[src/rtl/dmaq_pkg.sv]
// Package: register offsets and bit positions shared by the queue front-end.
// Assumes byte addressing on the register bus with 32-bit aligned registers.
package dmaq_pkg;
    localparam int OFF_IRQ_MASK   = 'h080;
    localparam int OFF_IRQ_PEND   = 'h084;
    localparam int OFF_IRQ_SRC    = 'h088;
    localparam int OFF_CTRL       = 'h400;
    localparam int OFF_NEXT_ID    = 'h404;
    localparam int OFF_START      = 'h408;
    localparam int OFF_FLAGS      = 'h40C;
    localparam int OFF_DST_ADDR   = 'h410;
    localparam int OFF_SRC_ADDR   = 'h414;
    localparam int OFF_X_LEN      = 'h418;
    localparam int OFF_Y_LEN      = 'h41C;
    localparam int OFF_DST_STRIDE = 'h420;
    localparam int OFF_SRC_STRIDE = 'h424;
    localparam int OFF_DONE_MAP   = 'h428;
    localparam int OFF_ACTIVE_ID  = 'h42C;

    // Interrupt cause positions in mask, pending and source registers
    localparam int IRQ_BIT_SLOT = 0;
    localparam int IRQ_BIT_FIN  = 1;
    localparam int NUM_IRQ      = 2;

    // Control register bit positions
    localparam int CTRL_BIT_EN    = 0;
    localparam int CTRL_BIT_PAUSE = 1;
endpackage

[src/rtl/dmaq_req_queue.sv]
// Request queue: in-order circular buffer of packed requests.
// Assumes DEPTH is a power of two; push while full and pop while empty
// are filtered by the caller. Flush empties the queue in one cycle.
module dmaq_req_queue #(
    parameter int WIDTH = 8,
    parameter int DEPTH = 4
) (
    input  logic             clk,
    input  logic             rst_n,
    input  logic             push,
    input  logic [WIDTH-1:0] push_data,
    input  logic             pop,
    input  logic             flush,
    output logic [WIDTH-1:0] head_data,
    output logic             empty,
    output logic             full,
    output logic [$clog2(DEPTH+1)-1:0] count
);
    localparam int PTR_W = (DEPTH > 1) ? $clog2(DEPTH) : 1;
    localparam int CNT_W = $clog2(DEPTH+1);

    logic [WIDTH-1:0] slots [DEPTH];
    logic [PTR_W-1:0] wr_ptr, rd_ptr;

    // Store a pushed entry in the slot under the write pointer
    always_ff @(posedge clk) begin
        if (push) begin
            slots[wr_ptr] <= push_data;
        end
    end

    // Advance pointers and occupancy count
    always_ff @(posedge clk) begin
        if (!rst_n || flush) begin
            wr_ptr <= '0;
            rd_ptr <= '0;
            count  <= '0;
        end else begin
            if (push) wr_ptr <= wr_ptr + PTR_W'(1);
            if (pop)  rd_ptr <= rd_ptr + PTR_W'(1);
            if (push && !pop)      count <= count + CNT_W'(1);
            else if (pop && !push) count <= count - CNT_W'(1);
        end
    end

    assign head_data = slots[rd_ptr];
    assign empty     = (count == '0);
    assign full      = (count == CNT_W'(DEPTH));
endmodule

[src/rtl/dmaq_done_map.sv]
// Completion bitmap: one bit per transfer identifier.
// A completion sets its bit; a new submission clears the bit of the
// identifier it takes. When both hit the same bit in one cycle, set wins.
module dmaq_done_map #(
    parameter int NUM_IDS = 4,
    parameter int ID_W    = 2
) (
    input  logic               clk,
    input  logic               rst_n,
    input  logic               set_valid,
    input  logic [ID_W-1:0]    set_id,
    input  logic               clr_valid,
    input  logic [ID_W-1:0]    clr_id,
    output logic [NUM_IDS-1:0] map
);
    for (genvar b = 0; b < NUM_IDS; b++) begin : g_bit
        // Update one identifier's completion flag
        always_ff @(posedge clk) begin
            if (!rst_n) begin
                map[b] <= 1'b0;
            end else if (set_valid && set_id == ID_W'(b)) begin
                map[b] <= 1'b1;
            end else if (clr_valid && clr_id == ID_W'(b)) begin
                map[b] <= 1'b0;
            end
        end
    end
endmodule

[src/rtl/dmaq_irq_ctrl.sv]
// Interrupt cause logic: mask, pending (write-ones-to-clear) and source.
// Assumes set events are single-cycle; a set in the same cycle as a clear
// of that bit leaves the bit pending. Mask bit 1 hides its cause.
module dmaq_irq_ctrl #(
    parameter int NUM_SRC = 2
) (
    input  logic               clk,
    input  logic               rst_n,
    input  logic [NUM_SRC-1:0] cause_set,
    input  logic               mask_we,
    input  logic [NUM_SRC-1:0] mask_wdata,
    input  logic               clr_we,
    input  logic [NUM_SRC-1:0] clr_wdata,
    output logic [NUM_SRC-1:0] mask,
    output logic [NUM_SRC-1:0] pending,
    output logic [NUM_SRC-1:0] source,
    output logic               irq
);
    // Mask register, all causes hidden out of reset
    always_ff @(posedge clk) begin
        if (!rst_n)       mask <= '1;
        else if (mask_we) mask <= mask_wdata;
    end

    for (genvar s = 0; s < NUM_SRC; s++) begin : g_src
        // Pending flag for one cause: set dominates clear
        always_ff @(posedge clk) begin
            if (!rst_n)                      pending[s] <= 1'b0;
            else if (cause_set[s])           pending[s] <= 1'b1;
            else if (clr_we && clr_wdata[s]) pending[s] <= 1'b0;
        end
    end

    assign source = pending & ~mask;
    assign irq    = |source;
endmodule

[src/rtl/dmaq_regfront.sv]
// Top: register front-end of a single-channel DMA transfer queue.
// Decodes the register bus, holds the request being programmed, allocates
// identifiers, queues requests toward the engine and tracks completions.
// Assumes one access per cycle, bus_wr and bus_rd never both high.
module dmaq_regfront
    import dmaq_pkg::*;
#(
    parameter int ADDR_W  = 12,
    parameter int DATA_W  = 32,
    parameter int DEPTH   = 4,
    parameter int NUM_IDS = 4
) (
    input  logic                       clk,
    input  logic                       rst_n,
    input  logic [ADDR_W-1:0]          bus_addr,
    input  logic [DATA_W-1:0]          bus_wdata,
    input  logic                       bus_wr,
    input  logic                       bus_rd,
    output logic [DATA_W-1:0]          bus_rdata,
    output logic                       req_valid,
    input  logic                       req_ready,
    output logic [DATA_W-1:0]          req_dst_addr,
    output logic [DATA_W-1:0]          req_src_addr,
    output logic [DATA_W-1:0]          req_x_len,
    output logic [DATA_W-1:0]          req_y_len,
    output logic [DATA_W-1:0]          req_dst_stride,
    output logic [DATA_W-1:0]          req_src_stride,
    output logic                       req_cyclic,
    output logic [$clog2(NUM_IDS)-1:0] req_id,
    input  logic                       done_valid,
    input  logic [$clog2(NUM_IDS)-1:0] done_id,
    output logic                       irq
);
    localparam int ID_W    = $clog2(NUM_IDS);
    localparam int ENTRY_W = 6*DATA_W + 1 + ID_W;
    localparam int CNT_W   = $clog2(DEPTH+1);

    // Holding registers for the request being programmed
    logic [DATA_W-1:0] hold_dst, hold_src, hold_xlen, hold_ylen;
    logic [DATA_W-1:0] hold_dstride, hold_sstride;
    logic              hold_cyclic;
    logic              ctrl_en, ctrl_pause;
    logic [ID_W-1:0]   next_id, active_id;

    // Queue and status wires
    logic [ENTRY_W-1:0] push_entry, head_entry;
    logic               q_empty, q_full;
    logic [CNT_W-1:0]   q_count;
    logic               start_wr, submit, take, flush;
    logic [NUM_IDS-1:0] done_map;
    logic [NUM_IRQ-1:0] irq_mask, irq_pend, irq_src, cause_set;

    function automatic logic hit(input logic [ADDR_W-1:0] a, input int off);
        return a == ADDR_W'(off);
    endfunction

    assign start_wr = bus_wr && hit(bus_addr, OFF_START);
    assign submit   = start_wr && bus_wdata[0] && ctrl_en && !q_full;
    assign flush    = bus_wr && hit(bus_addr, OFF_CTRL) && !bus_wdata[CTRL_BIT_EN];
    assign req_valid = !q_empty && ctrl_en && !ctrl_pause;
    assign take     = req_valid && req_ready;

    // Capture programmed fields and control bits from register writes
    always_ff @(posedge clk) begin
        if (!rst_n) begin
            hold_dst     <= '0;
            hold_src     <= '0;
            hold_xlen    <= '0;
            hold_ylen    <= '0;
            hold_dstride <= '0;
            hold_sstride <= '0;
            hold_cyclic  <= 1'b0;
            ctrl_en      <= 1'b0;
            ctrl_pause   <= 1'b0;
        end else if (bus_wr) begin
            if (hit(bus_addr, OFF_DST_ADDR))   hold_dst     <= bus_wdata;
            if (hit(bus_addr, OFF_SRC_ADDR))   hold_src     <= bus_wdata;
            if (hit(bus_addr, OFF_X_LEN))      hold_xlen    <= bus_wdata;
            if (hit(bus_addr, OFF_Y_LEN))      hold_ylen    <= bus_wdata;
            if (hit(bus_addr, OFF_DST_STRIDE)) hold_dstride <= bus_wdata;
            if (hit(bus_addr, OFF_SRC_STRIDE)) hold_sstride <= bus_wdata;
            if (hit(bus_addr, OFF_FLAGS))      hold_cyclic  <= bus_wdata[0];
            if (hit(bus_addr, OFF_CTRL)) begin
                ctrl_en    <= bus_wdata[CTRL_BIT_EN];
                ctrl_pause <= bus_wdata[CTRL_BIT_PAUSE];
            end
        end
    end

    // Identifier allocation and record of the last identifier handed over
    always_ff @(posedge clk) begin
        if (!rst_n) begin
            next_id   <= '0;
            active_id <= '0;
        end else begin
            if (submit) next_id   <= next_id + ID_W'(1);
            if (take)   active_id <= req_id;
        end
    end

    assign push_entry = {next_id, hold_cyclic, hold_sstride, hold_dstride,
                         hold_ylen, hold_xlen, hold_src, hold_dst};

    dmaq_req_queue #(.WIDTH(ENTRY_W), .DEPTH(DEPTH)) queue_i (
        .clk(clk), .rst_n(rst_n),
        .push(submit), .push_data(push_entry),
        .pop(take), .flush(flush),
        .head_data(head_entry), .empty(q_empty), .full(q_full),
        .count(q_count)
    );

    assign {req_id, req_cyclic, req_src_stride, req_dst_stride,
            req_y_len, req_x_len, req_src_addr, req_dst_addr} = head_entry;

    dmaq_done_map #(.NUM_IDS(NUM_IDS), .ID_W(ID_W)) done_i (
        .clk(clk), .rst_n(rst_n),
        .set_valid(done_valid), .set_id(done_id),
        .clr_valid(submit), .clr_id(next_id),
        .map(done_map)
    );

    always_comb begin
        cause_set = '0;
        cause_set[IRQ_BIT_SLOT] = take;
        cause_set[IRQ_BIT_FIN]  = done_valid;
    end

    dmaq_irq_ctrl #(.NUM_SRC(NUM_IRQ)) irq_i (
        .clk(clk), .rst_n(rst_n),
        .cause_set(cause_set),
        .mask_we(bus_wr && hit(bus_addr, OFF_IRQ_MASK)),
        .mask_wdata(bus_wdata[NUM_IRQ-1:0]),
        .clr_we(bus_wr && hit(bus_addr, OFF_IRQ_PEND)),
        .clr_wdata(bus_wdata[NUM_IRQ-1:0]),
        .mask(irq_mask), .pending(irq_pend), .source(irq_src),
        .irq(irq)
    );

    // Registered read multiplexer
    always_ff @(posedge clk) begin
        if (!rst_n) begin
            bus_rdata <= '0;
        end else if (bus_rd) begin
            case (1'b1)
                hit(bus_addr, OFF_IRQ_MASK):   bus_rdata <= DATA_W'(irq_mask);
                hit(bus_addr, OFF_IRQ_PEND):   bus_rdata <= DATA_W'(irq_pend);
                hit(bus_addr, OFF_IRQ_SRC):    bus_rdata <= DATA_W'(irq_src);
                hit(bus_addr, OFF_CTRL):       bus_rdata <= DATA_W'({ctrl_pause, ctrl_en});
                hit(bus_addr, OFF_NEXT_ID):    bus_rdata <= DATA_W'(next_id);
                hit(bus_addr, OFF_START):      bus_rdata <= DATA_W'(q_full);
                hit(bus_addr, OFF_FLAGS):      bus_rdata <= DATA_W'(hold_cyclic);
                hit(bus_addr, OFF_DST_ADDR):   bus_rdata <= hold_dst;
                hit(bus_addr, OFF_SRC_ADDR):   bus_rdata <= hold_src;
                hit(bus_addr, OFF_X_LEN):      bus_rdata <= hold_xlen;
                hit(bus_addr, OFF_Y_LEN):      bus_rdata <= hold_ylen;
                hit(bus_addr, OFF_DST_STRIDE): bus_rdata <= hold_dstride;
                hit(bus_addr, OFF_SRC_STRIDE): bus_rdata <= hold_sstride;
                hit(bus_addr, OFF_DONE_MAP):   bus_rdata <= DATA_W'(done_map);
                hit(bus_addr, OFF_ACTIVE_ID):  bus_rdata <= DATA_W'(active_id);
                default:                       bus_rdata <= '0;
            endcase
        end
    end
endmodule

[config.mk]
export PLATFORM = sky130hd
export DESIGN_NAME = dmaq_regfront
export DESIGN_NICKNAME = d
export VERILOG_FILES = /design/src/rtl/dmaq_pkg.sv /design/src/rtl/dmaq_req_queue.sv /design/src/rtl/dmaq_done_map.sv /design/src/rtl/dmaq_irq_ctrl.sv /design/src/rtl/dmaq_regfront.sv
export SDC_FILE = /design/constraint.sdc
export NUM_CORES = 1
export LEC_CHECK = 0
export BUFFER_PORTS_ARGS = -buffer_cell sky130_fd_sc_hd__buf_2
export CORE_ASPECT_RATIO = 0.7
export CORE_MARGIN = 2
export CORE_UTILIZATION = 35
export CTS_CLUSTER_DIAMETER = 120
export CTS_CLUSTER_SIZE = 25
export DETAILED_ROUTE_END_ITERATION = 7
export PLACE_DENSITY = 0.56
export SETUP_SLACK_MARGIN = 0.15
export SYNTH_ARGS = -nofsm -noshare
export SYNTH_HDL_FRONTEND = slang
export SYNTH_HIERARCHICAL = 1
export SYNTH_SLANG_ARGS = --single-unit
[constraint.sdc]
create_clock -name clk -period 13.9 [get_ports clk]
set_input_delay 1.39 -clock clk [delete_from_list [all_inputs] [get_ports clk]]
set_output_delay 1.39 -clock clk [all_outputs]
set_load 0.05 [all_outputs]
# Word-level counts from Yosys, hierarchy flattened
# Memory sizes are Yosys's and may differ from the RTL's. A register that Yosys moved wholly into a read port is not among the register bits.
# Cells that the tools add are included.
# classes
n_addsub,5
n_eq_ne,22
muxes,33
n_reduce_logical,50
bitwise,2
# ops
cell,count
$mux W32,13
$eq A12 B11 Y1 const B,12
$eq A12 B8 Y1 const B,3
$logic_and A1 B1 Y1,23
$reduce_and A2 Y1,8
$mux W1,14
$reduce_bool A2 Y1,7
$eq A2 B2 Y1 const B,4
$logic_not A1 Y1,7
$add A2 B1 Y2 const B,3
$mux W2,3
$mux W3,2
$eq A2 B1 Y1 const B,2
$logic_not A2 Y1,2
$mux W4,1
$add A3 B1 Y3 const B,1
$eq A3 B3 Y1 const B,1
$logic_not A3 Y1,1
$sub A3 B1 Y3 const B,1
$and A2 B2 Y2,1
$not A2 Y2,1
$reduce_or A2 Y1,1
$logic_or A1 B1 Y1,1
# word_totals
ramBits,780
memories,1
wordCells,135
register_bits,246
in_bits,52
# mem_list
memory,depth,word_bits,read_ports,rd_clocked_by_memory_dff,write_ports,line_no,rtl
queue_i.slots,4,195,1,1,1,dmaq_req_queue.sv:22,logic [WIDTH-1:0] slots [DEPTH];

# Longest topological paths before layout
# Gate-level depths: netlist (run 1).
# logic_depth
depth_word,16
mapped_depth,11
mapped_depth_nobuf,10

# Cells and area by module
# The synthesis (run 1) kept the hierarchy.
# modules_own_cells
mod,cells_each,area_per_inst_um2,n_inst,seq_area_each_um2
dmaq_req_queue,1064,28576.2,1,23602.6
dmaq_regfront,1383,10471.3,1,4624.4
dmaq_done_map,19,168.9,1,80.1
dmaq_irq_ctrl,17,158.9,1,80.1

# Least setup slack after synthesis (run 1)
# OpenSTA, ideal clock, no wires.
# synth_timing
path_type,input to register
start,input bus_addr[1]
end,memory queue_i/slots[0][0] (netlist bit) (enable)
n_path_buf,1
setup_slack_ns,6.064
t_arrival_ns,7.258
setup_time_ns,0.578
stages,5
path_cell_list,buf_6 or4b_2 nor3_1 and3_1 and2_1
# synth_between
elab_chain_cells,7
# synth_rtl
item,line_no,rtl
start: declaration,dmaq_regfront.sv:15,"input logic [ADDR_W-1:0] bus_addr,"
$eq A12 B11 Y1,dmaq_regfront.sv:54,return a == ADDR_W'(off);
$logic_and A1 B1 Y1,dmaq_regfront.sv:57,"assign start_wr = bus_wr && hit(bus_addr, OFF_START);"
$logic_and A1 B1 Y1 (3 in a row),dmaq_regfront.sv:58,assign submit = start_wr && bus_wdata[0] && ctrl_en && !q_full;
net submit,dmaq_regfront.sv:49,"logic start_wr, submit, take, flush;"
$mux W1,dmaq_req_queue.sv:27,if (push) begin
$mux W1 (not written as such),dmaq_req_queue.sv:28,slots[wr_ptr] <= push_data;
end: declaration,dmaq_req_queue.sv:22,
# The timed path passes the listed nets, and every way through them passes these cells.

# Final worst setup path (run 1)
# layout_timing
start,input bus_addr[3]
end,memory queue_i/slots[2][72] (netlist bit) (enable)
# The elaborated chain is that of the path after synthesis.

==> impl_metrics.csv, run 1 <==
group,metric,value,unit
logic_synthesis,yosys_most_used_dff,"edfxtp_1",
setup_path,ff2ff_setup_slack,8.87,ns
cells_and_area,drive_above_1_share,0.219,
pwr,switching_share,0.201,
global_routing,grt_overflow,0,
global_routing,grt_pass1_vias,22600,
cells_and_area,fillers,10200,
global_routing,grt_use_total,0.193,
pwr,combPwrFrac,0.015,
logic_synthesis,synth_top_area_frac,0.595,
floorplanning,die_w,405,microns
global_routing,grt_pass1_wl,163000,microns
routing,dr.pass1.iters,5,
pwr,max-vdd-ir-drop,0.0828,mV
pwr,total_power,4950,uW
logic_synthesis,synth_commonest_cells,"edfxtp_1 (780), nand2_1 (439), dfxtp_1 (248), mux4_2 (195), a21boi_0 (186)",
logic_synthesis,synth.most_common_cell,"edfxtp_1",
logic_synthesis,ys_warn_count,6,
cts,cts-hold-fix-buffers,0,
logic_synthesis,synth_nets,2541,
pwr,seq_power_share,0.657,
floorplanning,start_util,0.355,
setup_path,rr_endpoint,"queue_i/slots[2][72]$_DFFE_PP_",
cts,cts_max_level,2,
cts,clock_latency,0.65,ns
sta,fin_skew,0.0273,ns
setup_path,crit_path_end,"queue_i/slots[2][72]$_DFFE_PP_",
cts,post_cts_buffers,0,
setup_path,cp-end-kind,"flop",
pwr,clkPwrFrac,0.327,
logic_synthesis,avgSynthCellArea,15.9,sq um
logic_synthesis,synth_compound_area_frac,0.0660,
global_routing,grt_antenna_before_repair,13,
placement,portBuffers,280,
floorplanning,die_h,285,microns
pwr,cellLeakagePower,0.0157,uW
cts,cts_tree,"built",
cts,cts_resized,0,
logic_synthesis,synth-adder-area-share,0.00210,
setup_path,path_max_fanout,63,
routing,drc_errors,0,
logic_synthesis,synth_cell_types,61,
setup_path,rr_worst_depth,7,
sta,rsz0062_at_grt,"false",
setup_path,cp.arrival,6.49,ns
routing,wire_per_inst,27.1,microns
cts,numCtsBuffers,47,
min_path,hp-class,"reg2reg",
routing,avgViaCountPerCell,5.45,
logic_synthesis,async_flop_share,0,
pwr,p_switching,997,uW
flow_run,drv_cap,0,
sta,slew_headroom,0.234,
pwr,power_density,113,mW/mm^2
cells_and_area,layout.nets,2750,
setup_path,cp.required,14.16,ns
logic_synthesis,synth_edf_count,780,
sta,worstMarginPinSlew,1.15,ns
cts,clk_pin_slew,0.10,ns
global_routing,grt_max_degree,142,
logic_synthesis,synth-simple-area-share,0.0724,
routing,routed_wl,113000,microns
setup_path,r2r-start,"queue_i/count[0]$_SDFFE_PP0P_",
cells_and_area,syn_to_final_growth,10.8,%
sta,period_minus_slack,6.24,ns
sta,drv_slew,0,
routing,vias,22800,
routing,drtIter0Drc,2602,
cts,root_buffer,"clkbuf_16",
logic_synthesis,syn_area,0.0394,sq mm
cells_and_area,n_antenna_cell,0,
cts,clk_path_buf_depth,3,
run_status,status,"finished clean",
logic_synthesis,ys_seq_area_frac,0.721,
floorplanning,coreArea,0.111,sq mm
setup_path,start_kind,"input pin",
setup_path,setup.worst_path.start,"bus_addr[3]",
logic_synthesis,synth_area_leaders,"edfxtp_1 (59%), dfxtp_1 (13%), mux4_2 (11%), nand2_1 (4.2%), a21boi_0 (3.5%)",
setup_path,critPathKind,"in2reg",
sta,max_freq,0.160,GHz
placement,hpwl,68500,microns
floorplanning,rows,102,
routing,detail-route-antenna-nets,0,
cts,clock_sinks,1028,
logic_synthesis,synth_top_family_by_area,"multiplexers",
logic_synthesis,yosys_register_bits,1028,
sta,setup-tns-final,0,ns
logic_synthesis,synth-xor-area-share,0.00156,
placement,place_congestion,0.839,
sta,setup_violations,0,
logic_synthesis,synth_mux_area_frac,0.115,
sta,period_share,0.449,
logic_synthesis,synth.largest_area_cell,"edfxtp_1",
sta,final_hold_viol_count,0,
pwr,power.internal,3950,uW
floorplanning,io_pins,281,
floorplanning,dieArea,0.115,sq mm
logic_synthesis,syn_inst,2483,
[per-stage QoR]
step,instances,hold slack (ns),util,setup slack (ns),instance area [sq um]
2_1_floorplan,2483,0.447,-,6.06,39400
3_3_place_gp,4099,0.445,0.380,7.13,42200
3_5_place_dp,4099,0.456,0.380,7.02,42200
4_1_cts,4187,0.481,0.393,7.71,43600
5_1_grt,4187,0.506,0.393,7.48,43600
6_report,4187,0.485,0.393,7.66,43600
[metal layers]
metal	up-vias	global-route usage	part of all wire
li1	9791	-	-
met1	12000	0.280	0.44
met2	945	0.307	0.47
met3	110	0.0309	0.074
met4	2	0.0424	0.021
met5	-	0	0.00011
[area by class of cell]
type	instances	area (sq um)	share of cell area
inverter	12	45.0	0.00103
sequential	1028	28400	0.651
timing repair buffer	319	1730	0.0395
tap	1456	1820	0.0417
multi-input combinational	1284	10200	0.235
clock inverter	3	47.5	0.00109
clock buffer	85	1360	0.0312
[cells by family (layout without fill, tap and decap cells)]
group / after synthesis / in the layout
DFF: 1028 / 1028
AOI/OAI and AO/OA: 387 / 387
xor gates and xnor gates: 7 / 7
adders and majority gates: 6 / 6
and+or+nand+nor: 676 / 676
buffers and inverters: 171 / 419
muxes: 208 / 208
[cell usage in the layout, fill, tap and decap left out, types with 5 or more instances in the layout]
master / count
dfxtp_1: 246
edfxtp_1: 780
a21boi_0: 186
nor2b_1: 11
buf_4: 37
mux4_2: 195
mux2i_1: 12
a21oi_1: 64
and2_1: 5
and3_1: 6
clkbuf_16: 49
nor2_1: 99
nor3_1: 59
nand2_1: 436
ha_1: 5
inv_1: 12
o21ai_0: 46
a21boi_1: 6
nand4_1: 9
a22oi_1: 34
clkbuf_1: 36
o21ai_1: 19
buf_2: 279
[flip-flops by register name, indices dropped and copies added, names as in the netlist, named ones only]
name            flops
next_id             2
hold_dst           32
irq_i/pending       2
queue_i/count       3
active_id           2
done_i/map          4
queue_i/rd_ptr      2
irq_i/mask          2
hold_xlen          32
bus_rdata          32
queue_i/wr_ptr      2
hold_src           32
queue_i/slots     780
hold_dstride       32
hold_sstride       32
hold_ylen          32
ctrl_pause          1
ctrl_en             1
hold_cyclic         1
[power by group through the flow]
stage	clock (uW)	combinational (uW)	sequential, uW
after floorplan	0	35.1	3330
after global placement	0	74.8	3330
after detailed placement	0	75.2	3330
after CTS	1660	75.4	3250
after global routing	1770	80.3	3260
final	1620	76.5	3250
[worst max-delay path: stages]
cell and delay (ns):
buf_2 0.34, or4b_2 0.67, nor3_1 0.30, and3_1 0.54, and2_4 0.61, buf_4 0.72, buf_4 0.81, buf_4 0.88
[worst min path at each step]
stage,startpoint,to,cells after the start
5_1_grt,bus_rdata[25]$_SDFFE_PN0P_,bus_rdata[25]$_SDFFE_PN0P_,2
4_1_cts,bus_rdata[28]$_SDFFE_PN0P_,bus_rdata[28]$_SDFFE_PN0P_,2
3_5_place_dp,bus_rdata[28]$_SDFFE_PN0P_,bus_rdata[28]$_SDFFE_PN0P_,2
3_3_place_gp,bus_rdata[25]$_SDFFE_PN0P_,bus_rdata[25]$_SDFFE_PN0P_,2
6_report,bus_rdata[25]$_SDFFE_PN0P_,bus_rdata[25]$_SDFFE_PN0P_,2
2_1_floorplan,done_i/map[2]$_SDFFE_PN0P_,done_i/map[2]$_SDFFE_PN0P_,2
Power figures use the tool's default switching activity.
==> run 2, diff against run 1 <==
Clock period 13.9 ns to 5.8 ns, I/O delays scaled along.
==> run 2 against run 1 <==
Against the previous run: first-iteration DRC count is 13% lower; wire length down 1.6%; cell count barely moved; count of clock-buffer cells in the layout unchanged; global-route usage decreased by 0.40 points; worst setup slack got worse by 5.8 ns; non-clock buffer count increased by 3; largest power group unchanged; highest routed layer unchanged.
==> impl_metrics.csv, run 2 (synthesis gave the netlist of run 1 again) <==
group,metric,value,unit
run_status,status,"finished clean",
pwr,power_density,271,mW/mm^2
global_routing,grt_overflow,0,
cts,root_buffer,"clkbuf_16",
cells_and_area,drive_above_1_share,0.220,
placement,place_area,0.0424,sq mm
floorplanning,coreArea,0.111,sq mm
routing,drtIter0Drc,2265,
cts,cts_resized,0,
cts,clock_sinks,1028,
floorplanning,die_w,405,microns
placement,portBuffers,280,
sta,fin_skew,0.0244,ns
sta,period_share,0.673,
sta,final_hold_viol_count,0,
cells_and_area,n_antenna_cell,0,
routing,vias,22600,
pwr,max-vdd-ir-drop,0.237,mV
sta,setup-tns-final,0,ns
placement,hpwl,68400,microns
sta,setup_violations,0,
cts,numCtsBuffers,47,
flow_run,drv_cap,0,
sta,slew_headroom,0.0566,
cts,cts-hold-fix-buffers,0,
cells_and_area,final_cell_area,0.0438,sq mm
floorplanning,start_util,0.355,
floorplanning,io_pins,281,
placement,place_congestion,0.829,
cells_and_area,largest_register_ffs,780,
global_routing,grt_pass1_wl,160000,microns
sta,worstMarginPinSlew,1.40,ns
cells_and_area,largest_register,"queue_i/slots",
cts,clk_pin_slew,0.10,ns
cts,clock_latency,0.63,ns
sta,rsz0062_at_grt,"false",
min_path,hp-class,"in2reg",
cts,cts_max_level,2,
floorplanning,die_h,285,microns
cts,cts_tree,"built",
setup_path,cp.required,6.10,ns
cells_and_area,layout_common_cells,"edfxtp_1 (780), nand2_1 (436), buf_2 (279), dfxtp_1 (246), mux4_2 (195)",
setup_path,cp-end-kind,"flop",
setup_path,cp.arrival,4.20,ns
global_routing,grt_max_degree,117,
cts,clk_path_buf_depth,3,
cells_and_area,layout.nets,2753,
sta,period_minus_slack,3.90,ns
cells_and_area,layout_commonest_cell,"edfxtp_1",
routing,routed_wl,112000,microns
floorplanning,rows,102,
routing,avgViaCountPerCell,5.40,
routing,wire_per_inst,26.6,microns
global_routing,grt_use_total,0.189,
routing,detail-route-antenna-nets,0,
setup_path,start_kind,"input pin",
global_routing,grt_pass1_vias,22600,
cells_and_area,syn_to_final_growth,11.3,%
pwr,cellLeakagePower,0.0158,uW
sta,drv_slew,0,
routing,dr.pass1.iters,6,
routing,drc_errors,0,
floorplanning,dieArea,0.115,sq mm
global_routing,grt_antenna_before_repair,11,
cts,post_cts_buffers,0,
sta,max_freq,0.256,GHz
setup_path,path_max_fanout,48,
setup_path,critPathKind,"in2reg",
run 2: cell count changes in the layout (fill, tap and decap cells not counted):
cell | previous run | this run
inv_8 | 1 | 0
buf_4 | 37 | 27
clkinv_16 | 0 | 1
buf_12 | 2 | 15
clkinv_8 | 1 | 0
run 2: per-stage QoR:
step / setup WS, ns / instances / utilization / total power, uW / hold slack, ns
after floorplan: 0.932 / 2483 / - / 8050 / 0.447
after CTS: 1.93 / 4189 / 0.395 / 12000 / 0.131
after global placement: 1.27 / 4102 / 0.382 / 8140 / 0.476
final: 1.90 / 4189 / 0.395 / 11900 / 0.185
after detailed placement: 1.23 / 4102 / 0.382 / 8140 / 0.474
after global routing: 1.71 / 4189 / 0.395 / 12200 / 0.145
run 2: layout make-up:
class | instances | area [sq um]
inverter | 12 | 45.0
fill | 10200 | 67200
multi-input combinational | 1284 | 10200
clock inverter | 2 | 50.0
tap | 1456 | 1820
clock buffer | 85 | 1360
timing repair buffer | 322 | 1910
sequential | 1028 | 28400
run 2: power breakdown:
part           total [uW]  internal (uW)  switching [uW]
clock network        3880           1630            2260
registers            7800           7800            2.12
logic                 178           52.3             126
run 2: worst paths after layout:
kind                            startpoint                         endpoint  slack [ns]  depth (start not counted)
max reg2reg  queue_i/count[0]$_SDFFE_PP0P_  queue_i/slots[1][138]$_DFFE_PP_        2.71                          5
max                            bus_addr[3]  queue_i/slots[1][138]$_DFFE_PP_        1.90                          7
min reg2reg     bus_rdata[21]$_SDFFE_PN0P_       bus_rdata[21]$_SDFFE_PN0P_        0.50                          2
min                             done_id[1]       done_i/map[0]$_SDFFE_PN0P_        0.18                          2
run 2: worst max-delay path: stages:
cell	delay, ns
buf_2	0.36
or4b_2	0.63
buf_4	0.36
nor3_1	0.31
and3_1	0.49
and2_4	0.83
buf_4	0.53
run 2: metal layers:
layer,track usage,share of wire
met1,0.267,0.44
met2,0.306,0.48
met3,0.0291,0.062
met5,0,0.00076
met4,0.0477,0.024
==> run 3, diff against run 2 <==
Settings changed: ABC_AREA from default to 1.
Clock period 5.8 ns to 4 ns, I/O delays scaled along.
==> run 3 against run 2 <==
Against the previous run: clock power is 46% higher; sequential share of layout area is 0.19 points lower; total power is 45% higher; worst setup slack got worse by 1.3 ns; worst hold slack worse by 0.14 ns; synthesized area down 0.47%; register-to-register slack worse by 1.2 ns.
==> impl_metrics.csv, run 3 <==
group,metric,value,unit
cts,clk_pin_slew,0.10,ns
cells_and_area,layout_commonest_cell,"edfxtp_1",
sta,max_freq,0.292,GHz
cells_and_area,final_cell_area,0.0440,sq mm
pwr,power_density,392,mW/mm^2
logic_synthesis,yosys_register_bits,1028,
global_routing,grt_antenna_before_repair,20,
setup_path,start_kind,"flop",
setup_path,rr_endpoint,"queue_i/slots[3][95]$_DFFE_PP_",
global_routing,grt_max_degree,101,
pwr,cellLeakagePower,0.0154,uW
cts,post_cts_buffers,0,
sta,rsz0062_at_grt,"false",
routing,routed_wl,126000,microns
setup_path,critPathKind,"reg2out",
cts,root_buffer,"clkbuf_16",
floorplanning,rows,102,
sta,drv_slew,0,
pwr,total_power,17200,uW
floorplanning,coreArea,0.111,sq mm
routing,wire_per_inst,25.4,microns
global_routing,grt_overflow,0,
routing,drc_errors,0,
logic_synthesis,syn_inst,3270,
setup_path,cp.arrival,3.03,ns
cts,cts_resized,0,
routing,dr.pass1.iters,5,
cts,cts_max_level,2,
cells_and_area,largest_register,"queue_i/slots",
logic_synthesis,synth_cell_types,40,
logic_synthesis,synth_commonest_cells,"edfxtp_1 (780), o21ai_0 (565), nor2_1 (491), a21oi_1 (263), dfxtp_1 (248)",
sta,slew_headroom,0.300,
logic_synthesis,ys_warn_count,6,
routing,detail-route-antenna-nets,0,
run_status,status,"finished clean",
logic_synthesis,yosys_most_used_dff,"edfxtp_1",
setup_path,cp-end-kind,"primary output",
cells_and_area,layout_common_cells,"edfxtp_1 (780), o21ai_0 (565), nor2_1 (488), buf_2 (279), a21oi_1 (263)",
logic_synthesis,ys_seq_area_frac,0.724,
logic_synthesis,synth_edf_count,780,
placement,place_congestion,0.915,
min_path,hp-class,"in2reg",
cells_and_area,layout.nets,3531,
cells_and_area,largest_register_ffs,780,
floorplanning,dieArea,0.115,sq mm
pwr,max-vdd-ir-drop,0.328,mV
sta,setup_violations,0,
sta,fin_hold_ws,0.0485,ns
setup_path,path_max_fanout,100,
routing,avgViaCountPerCell,5.42,
setup_path,cp.required,3.60,ns
routing,drtIter0Drc,3542,
sta,period_minus_slack,3.43,ns
cts,clock_sinks,1028,
sta,final_hold_viol_count,0,
cts,clk_path_buf_depth,3,
cts,numCtsBuffers,47,
sta,setup-tns-final,0,ns
logic_synthesis,synth.most_common_cell,"edfxtp_1",
flow_run,drv_cap,0,
logic_synthesis,synth_area_leaders,"edfxtp_1 (60%), dfxtp_1 (13%), o21ai_0 (7.2%), nor2_1 (4.7%), a21oi_1 (3.4%)",
logic_synthesis,synth_nets,3328,
cells_and_area,syn_to_final_growth,12.2,%
cells_and_area,fin_util,0.397,
sta,worstMarginPinSlew,1.05,ns
logic_synthesis,avgSynthCellArea,12.0,sq um
sta,fin_skew,0.0198,ns
floorplanning,die_w,404,microns
logic_synthesis,async_flop_share,0,
routing,vias,27000,
global_routing,grt_pass1_vias,24500,
setup_path,crit_path_end,"req_x_len[13]",
min_path,min_from,"done_id[0]",
global_routing,grt_pass1_wl,180000,microns
logic_synthesis,synth.largest_area_cell,"edfxtp_1",
floorplanning,io_pins,281,
cts,cts_tree,"built",
global_routing,grt_use_total,0.213,
placement,place_area,0.0425,sq mm
placement,portBuffers,280,
logic_synthesis,syn_area,0.0392,sq mm
placement,hpwl,88000,microns
cts,clock_latency,0.66,ns
cells_and_area,drive_above_1_share,0.137,
floorplanning,die_h,284,microns
floorplanning,start_util,0.354,
sta,period_share,0.857,
setup_path,ff2ff_setup_slack,1.49,ns
setup_path,rr_worst_depth,5,
setup_path,r2r-start,"queue_i/count[0]$_SDFFE_PP0P_",
logic_synthesis,synth_top_area_frac,0.598,
[run 3: layout make-up]
| cell class | instances | area (sq um) |
|---|---|---|
| Antenna cell | 6 | 15.0 |
| Sequential cell | 1028 | 28400 |
| Inverter | 162 | 653 |
| Tap cell | 1456 | 1820 |
| Fill cell | 10600 | 66800 |
| Multi-Input combinational cell | 1859 | 9220 |
| Timing Repair Buffer | 375 | 2460 |
| Clock inverter | 1 | 30.0 |
| Clock buffer | 85 | 1360 |
[run 3: critical path, stage by stage, from the launching register on]
cell and delay (ns):
dfxtp_4 0.49, inv_8 0.47, buf_4 0.44, o21ai_0 0.13, o22ai_1 0.32, buf_2 0.34
[run 3: worst min path at each step]
stage	slack (ns)	to	depth (start not counted)
final	0.05	done_i/map[3]$_SDFFE_PN0P_	3
after global routing	0.05	done_i/map[3]$_SDFFE_PN0P_	3
after CTS	0.006	done_i/map[1]$_SDFFE_PN0P_	3
after detailed placement	0.43	flop	1
after global placement	0.42	flop	1
after floorplan	0.41	flop	1
[run 3: power breakdown]
group / internal [uW] / leakage (uW) / switching [uW]
Sequential: 11300 / 0.00921 / 3.73
Clock: 2350 / 0.000658 / 3320
Combinational: 51.0 / 0.00548 / 184
[run 3: cells by family after synthesis]
kind of cell,Yosys count,share of synthesized area
flops,1028,0.724
xor+xnor,2,0.000447
compound gates,1144,0.158
simple gates,707,0.0728
fa+ha+maj,6,0.00211
buf+inv,383,0.0424
[run 3: routing by layer]
metal | share of wire | wire, microns | vias to the layer above | track usage
met5 | 0.00025 | 32 | - | 0
met2 | 0.45 | 56300 | 1141 | 0.323
met4 | 0.017 | 2110 | 4 | 0.0384
met3 | 0.088 | 11100 | 114 | 0.0326
met1 | 0.45 | 56800 | 13500 | 0.325
li1 | - | - | 12200 | -
[run 3: metrics by stage]
step,setup slack [ns],cells
after floorplan,-0.157,3270
after detailed placement,0.977,4878
after CTS,0.590,4966
final,0.570,4972
after global routing,0.465,4967
after global placement,0.976,4878
[run 3: repair_timing]
item	in CTS	in global routing
hold endpoints to repair	2	0
endpoints found under the setup margin	0	0
hold buffers	2	0
